===== src/rtl/smb_regslave.sv =====
module smb_regslave (
  input  logic        clk,
  input  logic        rst_n,
  input  logic        scl_i,
  input  logic        sda_i,
  input  logic [1:0]  adr2_lvl,
  input  logic [1:0]  adr1_lvl,
  input  logic [1:0]  adr0_lvl,
  output logic        sda_pd,
  output logic [31:0] reg_bank
);

  typedef enum logic [2:0] {S_IDLE, S_ADDR, S_CMD, S_WDAT, S_HOLD, S_TX, S_IGN} st_t;
  localparam logic [1:0] C_LO = 2'd0, C_HI = 2'd1, C_NC = 2'd2;
  localparam logic [7:0] BCAST_W = 8'hBA, ALERT_R = 8'h19;

  st_t        st, nxt;
  logic       scl_q, sda_q, ackph;
  logic [3:0] cnt;
  logic [7:0] sh, tx, wd;
  logic [1:0] sel;
  logic [1:0] c2, c1, c0;
  logic [2:0] sub;
  logic [4:0] idx;
  logic [6:0] own;

  function automatic logic [1:0] lvl(input logic [1:0] p);
    return (p == 2'b00) ? C_LO : (p == 2'b01) ? C_HI : C_NC;
  endfunction

  wire rise    = scl_i & ~scl_q;
  wire fall    = ~scl_i & scl_q;
  wire start_c = scl_i & scl_q & sda_q & ~sda_i;
  wire stop_c  = scl_i & scl_q & ~sda_q & sda_i;

  assign c2 = lvl(adr2_lvl);
  assign c1 = lvl(adr1_lvl);
  assign c0 = lvl(adr0_lvl);

  always_comb begin
    case ({c1, c0})
      {C_NC, C_LO}: sub = 3'd0;
      {C_HI, C_NC}: sub = 3'd1;
      {C_NC, C_NC}: sub = 3'd2;
      {C_NC, C_HI}: sub = 3'd3;
      {C_LO, C_LO}: sub = 3'd4;
      {C_HI, C_HI}: sub = 3'd5;
      {C_LO, C_NC}: sub = 3'd6;
      {C_LO, C_HI}: sub = 3'd7;
      default:      sub = 3'd0;
    endcase
    if (c1 == C_HI && c0 == C_LO)
      idx = (c2 == C_LO) ? 5'd25 : (c2 == C_HI) ? 5'd24 : 5'd26;
    else
      idx = {(c2 == C_LO) ? 2'd0 : (c2 == C_NC) ? 2'd1 : 2'd2, sub};
  end

  assign own = {2'b10, idx};

  always_ff @(posedge clk or negedge rst_n) begin
    if (!rst_n) begin
      st <= S_IDLE; nxt <= S_IDLE;
      scl_q <= 1'b1; sda_q <= 1'b1; ackph <= 1'b0;
      cnt <= '0; sh <= '0; tx <= '0; wd <= '0; sel <= '0;
      sda_pd <= 1'b0; reg_bank <= '0;
    end else begin
      scl_q <= scl_i;
      sda_q <= sda_i;
      if (start_c) begin
        st <= S_ADDR; cnt <= '0; ackph <= 1'b0; sda_pd <= 1'b0;
      end else if (stop_c) begin
        if (st == S_HOLD) reg_bank[{sel, 3'b000} +: 8] <= wd;
        st <= S_IDLE; cnt <= '0; ackph <= 1'b0; sda_pd <= 1'b0;
      end else begin
        case (st)
          S_ADDR, S_CMD, S_WDAT: begin
            if (rise && cnt < 4'd8) begin
              sh  <= {sh[6:0], sda_i};
              cnt <= cnt + 4'd1;
            end else if (fall && cnt == 4'd8 && !ackph) begin
              ackph  <= 1'b1;
              sda_pd <= 1'b1;
              if (st == S_ADDR) begin
                if (sh == {own, 1'b0} || sh == BCAST_W) nxt <= S_CMD;
                else if (sh == {own, 1'b1}) begin
                  nxt <= S_TX; tx <= reg_bank[{sel, 3'b000} +: 8];
                end else if (sh == ALERT_R) begin
                  nxt <= S_TX; tx <= {own, 1'b0};
                end else begin
                  st <= S_IGN; ackph <= 1'b0; sda_pd <= 1'b0;
                end
              end else if (st == S_CMD) begin
                sel <= sh[1:0]; nxt <= S_WDAT;
              end else begin
                wd <= sh; nxt <= S_HOLD;
              end
            end else if (fall && ackph) begin
              ackph  <= 1'b0;
              cnt    <= '0;
              st     <= nxt;
              sda_pd <= (nxt == S_TX) ? ~tx[7] : 1'b0;
              tx     <= {tx[6:0], 1'b0};
            end
          end
          S_HOLD: if (fall) st <= S_IGN;
          S_TX: begin
            if (rise) cnt <= cnt + 4'd1;
            else if (fall) begin
              if (cnt == 4'd8) begin
                sda_pd <= 1'b0; st <= S_IGN;
              end else begin
                sda_pd <= ~tx[7]; tx <= {tx[6:0], 1'b0};
              end
            end
          end
          default: ;
        endcase
      end
    end
  end

endmodule


===== config.mk =====
export PLATFORM = sky130hd
export DESIGN_NAME = smb_regslave
export DESIGN_NICKNAME = d
export VERILOG_FILES = /design/src/rtl/smb_regslave.sv
export SDC_FILE = /design/constraint.sdc
export NUM_CORES = 1
export LEC_CHECK = 0
export ABC_AREA = 0
export BUFFER_PORTS_ARGS = -buffer_cell sky130_fd_sc_hd__buf_2
export CAP_MARGIN = 25
export CORE_UTILIZATION = 50
export CTS_CLUSTER_DIAMETER = 100
export DETAILED_ROUTE_END_ITERATION = 8
export PLACE_DENSITY = 0.67
export RECOVER_POWER = 25
export SLEW_MARGIN = 20
export SYNTH_ARGS = -nofsm -noshare
export SYNTH_HDL_FRONTEND = slang
export SYNTH_SLANG_ARGS = --single-unit

===== constraint.sdc =====
create_clock -name clk -period 2.5 [get_ports clk]
set_input_delay 0.375 -clock clk [delete_from_list [all_inputs] [get_ports clk]]
set_output_delay 0.375 -clock clk [all_outputs]
set_load 0.03 [all_outputs]

==> results.sh <==
export IMPL_grt_pass1_vias=3222
export IMPL_p_int_mw=2.08
export IMPL_p_per_area_nw_per_um2=675
export IMPL_power_net_switching_mw=1.02
export IMPL_critPathArrivalTime_ns=2.63
export IMPL_vias=3302
export IMPL_p_sw_share_pct=32.9
export IMPL_grt_pass1_wl_um=15900
export IMPL_fmax_mhz=425
export IMPL_maxCapViolations=1
export IMPL_yosys_warnings=0
export IMPL_synth_edf_count=0
export IMPL_p_comb_share_pct=24.1
export IMPL_dr_pass1_iters=4
export IMPL_numCtsBuffers=9
export IMPL_power_frac_clock_pct=30.3
export IMPL_syn_instance_count=408
export IMPL_antenna_found_initial=0
export IMPL_drcViolationCount=0
export IMPL_overflow=0
export IMPL_required_ns=2.77
export IMPL_multi_input_area_um2=2010
export IMPL_hpwlAfterDp_um=6910
export IMPL_finalMaxSlewViolations=73
export IMPL_power_mw=3.10
export IMPL_finalHoldViolations=0
export IMPL_status="complete, but fails checks"
export IMPL_clkSinkCount=72
export IMPL_vias_per_cell=5.71
export IMPL_finalCritPeriodShare_pct=94.2
export IMPL_routedWlPerCell_um=16.6
export IMPL_yosys_cell_types_count=65
export IMPL_synth_seq_area_share_pct=46.0
export IMPL_setup_viol=0
export IMPL_final_net_count=492
export IMPL_holdWs_ns=0.213
export IMPL_clock_latency_ns=0.36
export IMPL_cp_max_fo=5
export IMPL_worst_setup_path_end_kind="flop"
export IMPL_antenna_cells=0
export IMPL_synth_avg_cell_area_um2=9.62
export IMPL_ant_nets=0
export IMPL_numPortBuffers=42
export IMPL_rows=31
export IMPL_rsz0062_at_grt="no"
export IMPL_holdCritPathClass="in -> reg"
export IMPL_fin_skew_ns=0.0100
export IMPL_synth_nets=425
export IMPL_drt_iter0_drc=224
export IMPL_worstMarginPinSlew_ns=1.78
export IMPL_register_area_um2=1800
export IMPL_fillers=663
export IMPL_cp_start_kind="flop"
export IMPL_maxSlewHeadroom_pct=-18.5
export IMPL_ios=43
export IMPL_max_vdd_ir_drop_mv=0.396
export IMPL_die_area_um2=8210
export IMPL_clockBufferDepth=2
export IMPL_die_x_um=90.6
export IMPL_syn_to_final_growth_pct=16.9
export IMPL_root_buffer="clkbuf_8"
export IMPL_violations="capacitance limit, slew limit"
export IMPL_finalWirelength_um=9570
export IMPL_core_um2=7410
export IMPL_critical_path_class="reg -> reg"
export IMPL_htree_num_levels=3
export IMPL_pwr_share_seq_pct=45.6
export IMPL_grt_max_degree=73
export IMPL_clk_pin_slew_ns=0.08
export IMPL_cts_tree="done"
export IMPL_yosys_register_bits=72
export IMPL_grtUsageTotal_pct=24.8
export IMPL_synth_ff_type="dfrtp_1"
export IMPL_syn_area_um2=3930
export IMPL_initial_core_util_pct=53.0
export IMPL_period_needed_ns=2.36
export IMPL_p_leak_nw=2.06
export IMPL_async_reset_ff_share_pct=100
export IMPL_place_congestion=0.908
export IMPL_drive_gt1_share_pct=25.9
export IMPL_postCtsHoldBufs=0
export IMPL_die_y_um=90.6
[cells in the mapped netlist, types with 2 or more instances]
master    number  share of area (%)
nand2_1       94                9.0
dfrtp_1       70                 45
o21ai_0       45                5.7
a21oi_1       20                2.6
nor2_1        19                1.8
mux2_2        18                5.2
nand3_1       11                1.4
clkbuf_1      10               0.96
inv_1          9               0.86
ha_1           7                2.2
nand2b_1       7                1.1
mux4_2         6                3.4
nor2b_1        6               0.96
nor3_1         6               0.77
o31ai_1        5               0.96
a211oi_1       4               0.77
or3_1          4               0.64
a32o_1         3               0.77
and3_1         3               0.48
nor3b_1        3               0.57
nor4_1         3               0.48
a21o_1         2               0.38
a311oi_1       2               0.45
clkbuf_8       2               0.70
dfstp_2        2                1.3
mux2_1         2               0.57
mux4_4         2                1.3
o22ai_1        2               0.32
o32a_1         2               0.51
or3b_1         2               0.45
or4_1          2               0.38
xor2_1         2               0.45
[per-stage QoR]
stage	cells	util [%]	worst slack, ns	TNS [ns]	instance area, um^2
floorplan	408	-	0.254	0	3930
global placement	563	59.4	0.0300	0	4400
detailed placement	563	59.4	-0.228	-1.44	4400
CTS	578	62.1	0.164	0	4600
global route	578	61.9	0.00469	0	4590
finish	578	61.9	0.145	0	4590
[kinds of logic (layout without fill, tap and decap cells)]
kind of cell    count (synthesis)  in the layout  synth area share, %
flops                          72             72                 46.0
mux                            29             29                 10.8
compound gates                 98             98                 15.1
xor+xnor                        4              4                 1.08
buf+inv                        24             95                 3.09
simple gates                  174            174                 21.6
fa+ha+maj                       7              7                 2.23
[area by class of cell]
type | instances | share of cell area, %
multi-input combinational | 312 | 43.8
timing repair buffer | 71 | 9.22
clock buffer | 10 | 3.00
inverter | 9 | 0.736
tap | 99 | 2.70
clock inverter | 5 | 1.23
sequential | 72 | 39.3
[power by group through the flow]
stage / Combinational, mW / Sequential (mW) / Clock, mW
global route: 0.826 / 1.43 / 0.991
global placement: 0.720 / 1.43 / 0
detailed placement: 0.734 / 1.44 / 0
CTS: 0.742 / 1.42 / 0.949
floorplan: 0.532 / 1.39 / 0
finish: 0.745 / 1.41 / 0.939
[worst max-delay path, cell delays in order, from the launching register on]
cell and delay [ns]:
dfrtp_1 0.43, inv_1 0.08, ha_1 0.15, nand3b_1 0.13, buf_4 0.18, or3_1 0.41, a21oi_1 0.29, and3_1 0.22
a32o_1 0.17, a21oi_1 0.04, o21ai_0 0.17
[worst paths after layout]
check | from | end | slack (ns) | cells after the start
worst min-delay path | sda_i | sda_q | 0.21 | 1
worst max register to register | cnt[0] | tx[4] | 0.14 | 10
max in group asynchronous | rst_n | nxt[0] | 0.88 | 2
worst max-delay path | cnt[0] | tx[4] | 0.14 | 10
worst min register to register | tx[1] | tx[1] | 0.49 | 2
min in group asynchronous | rst_n | reg_bank[24] | 0.58 | 2
[sequential cells by signal, indices dropped and copies added, names as in the netlist]
register / flops
nxt: 3
tx: 8
cnt: 4
sda_q: 1
wd: 8
sh: 8
reg_bank: 32
sel: 2
st: 3
sda_pd: 1
ackph: 1
scl_q: 1
[cells in the final DEF, fill, tap and decap left out, drive strengths merged, types with 3 or more instances in the layout]
cell type and instances:
xor2 3, a211oi 4, nor2 19, dfrtp 70, o21ai 46, buf 68, nor2b 6, ha 7
or4 3, nand3 12, and3 3, clkbuf 13, or3 4, o31ai 5, nand2b 7, nor3 7
mux2 21, mux4 8, nand2 94, nor3b 3, inv 10, nor4 3, a32o 3, a21oi 20
[metal layers]
| layer | track usage [%] | share of wire, % | vias up | wire (um) |
|---|---|---|---|---|
| met5 | 0 | 0 | - | 0 |
| met2 | 38.6 | 48 | 85 | 4600 |
| met1 | 34.7 | 46 | 1619 | 4390 |
| li1 | - | - | 1586 | - |
| met4 | 8.06 | 1.3 | 0 | 127 |
| met3 | 4.97 | 4.7 | 12 | 451 |
[what timing repair did]
action | CTS | global route
buffers inserted | 0 | 0
setup endpoints to repair | 3 | 2
gates resized for setup | 1 | 1
(Power assumes the default switching activity.)
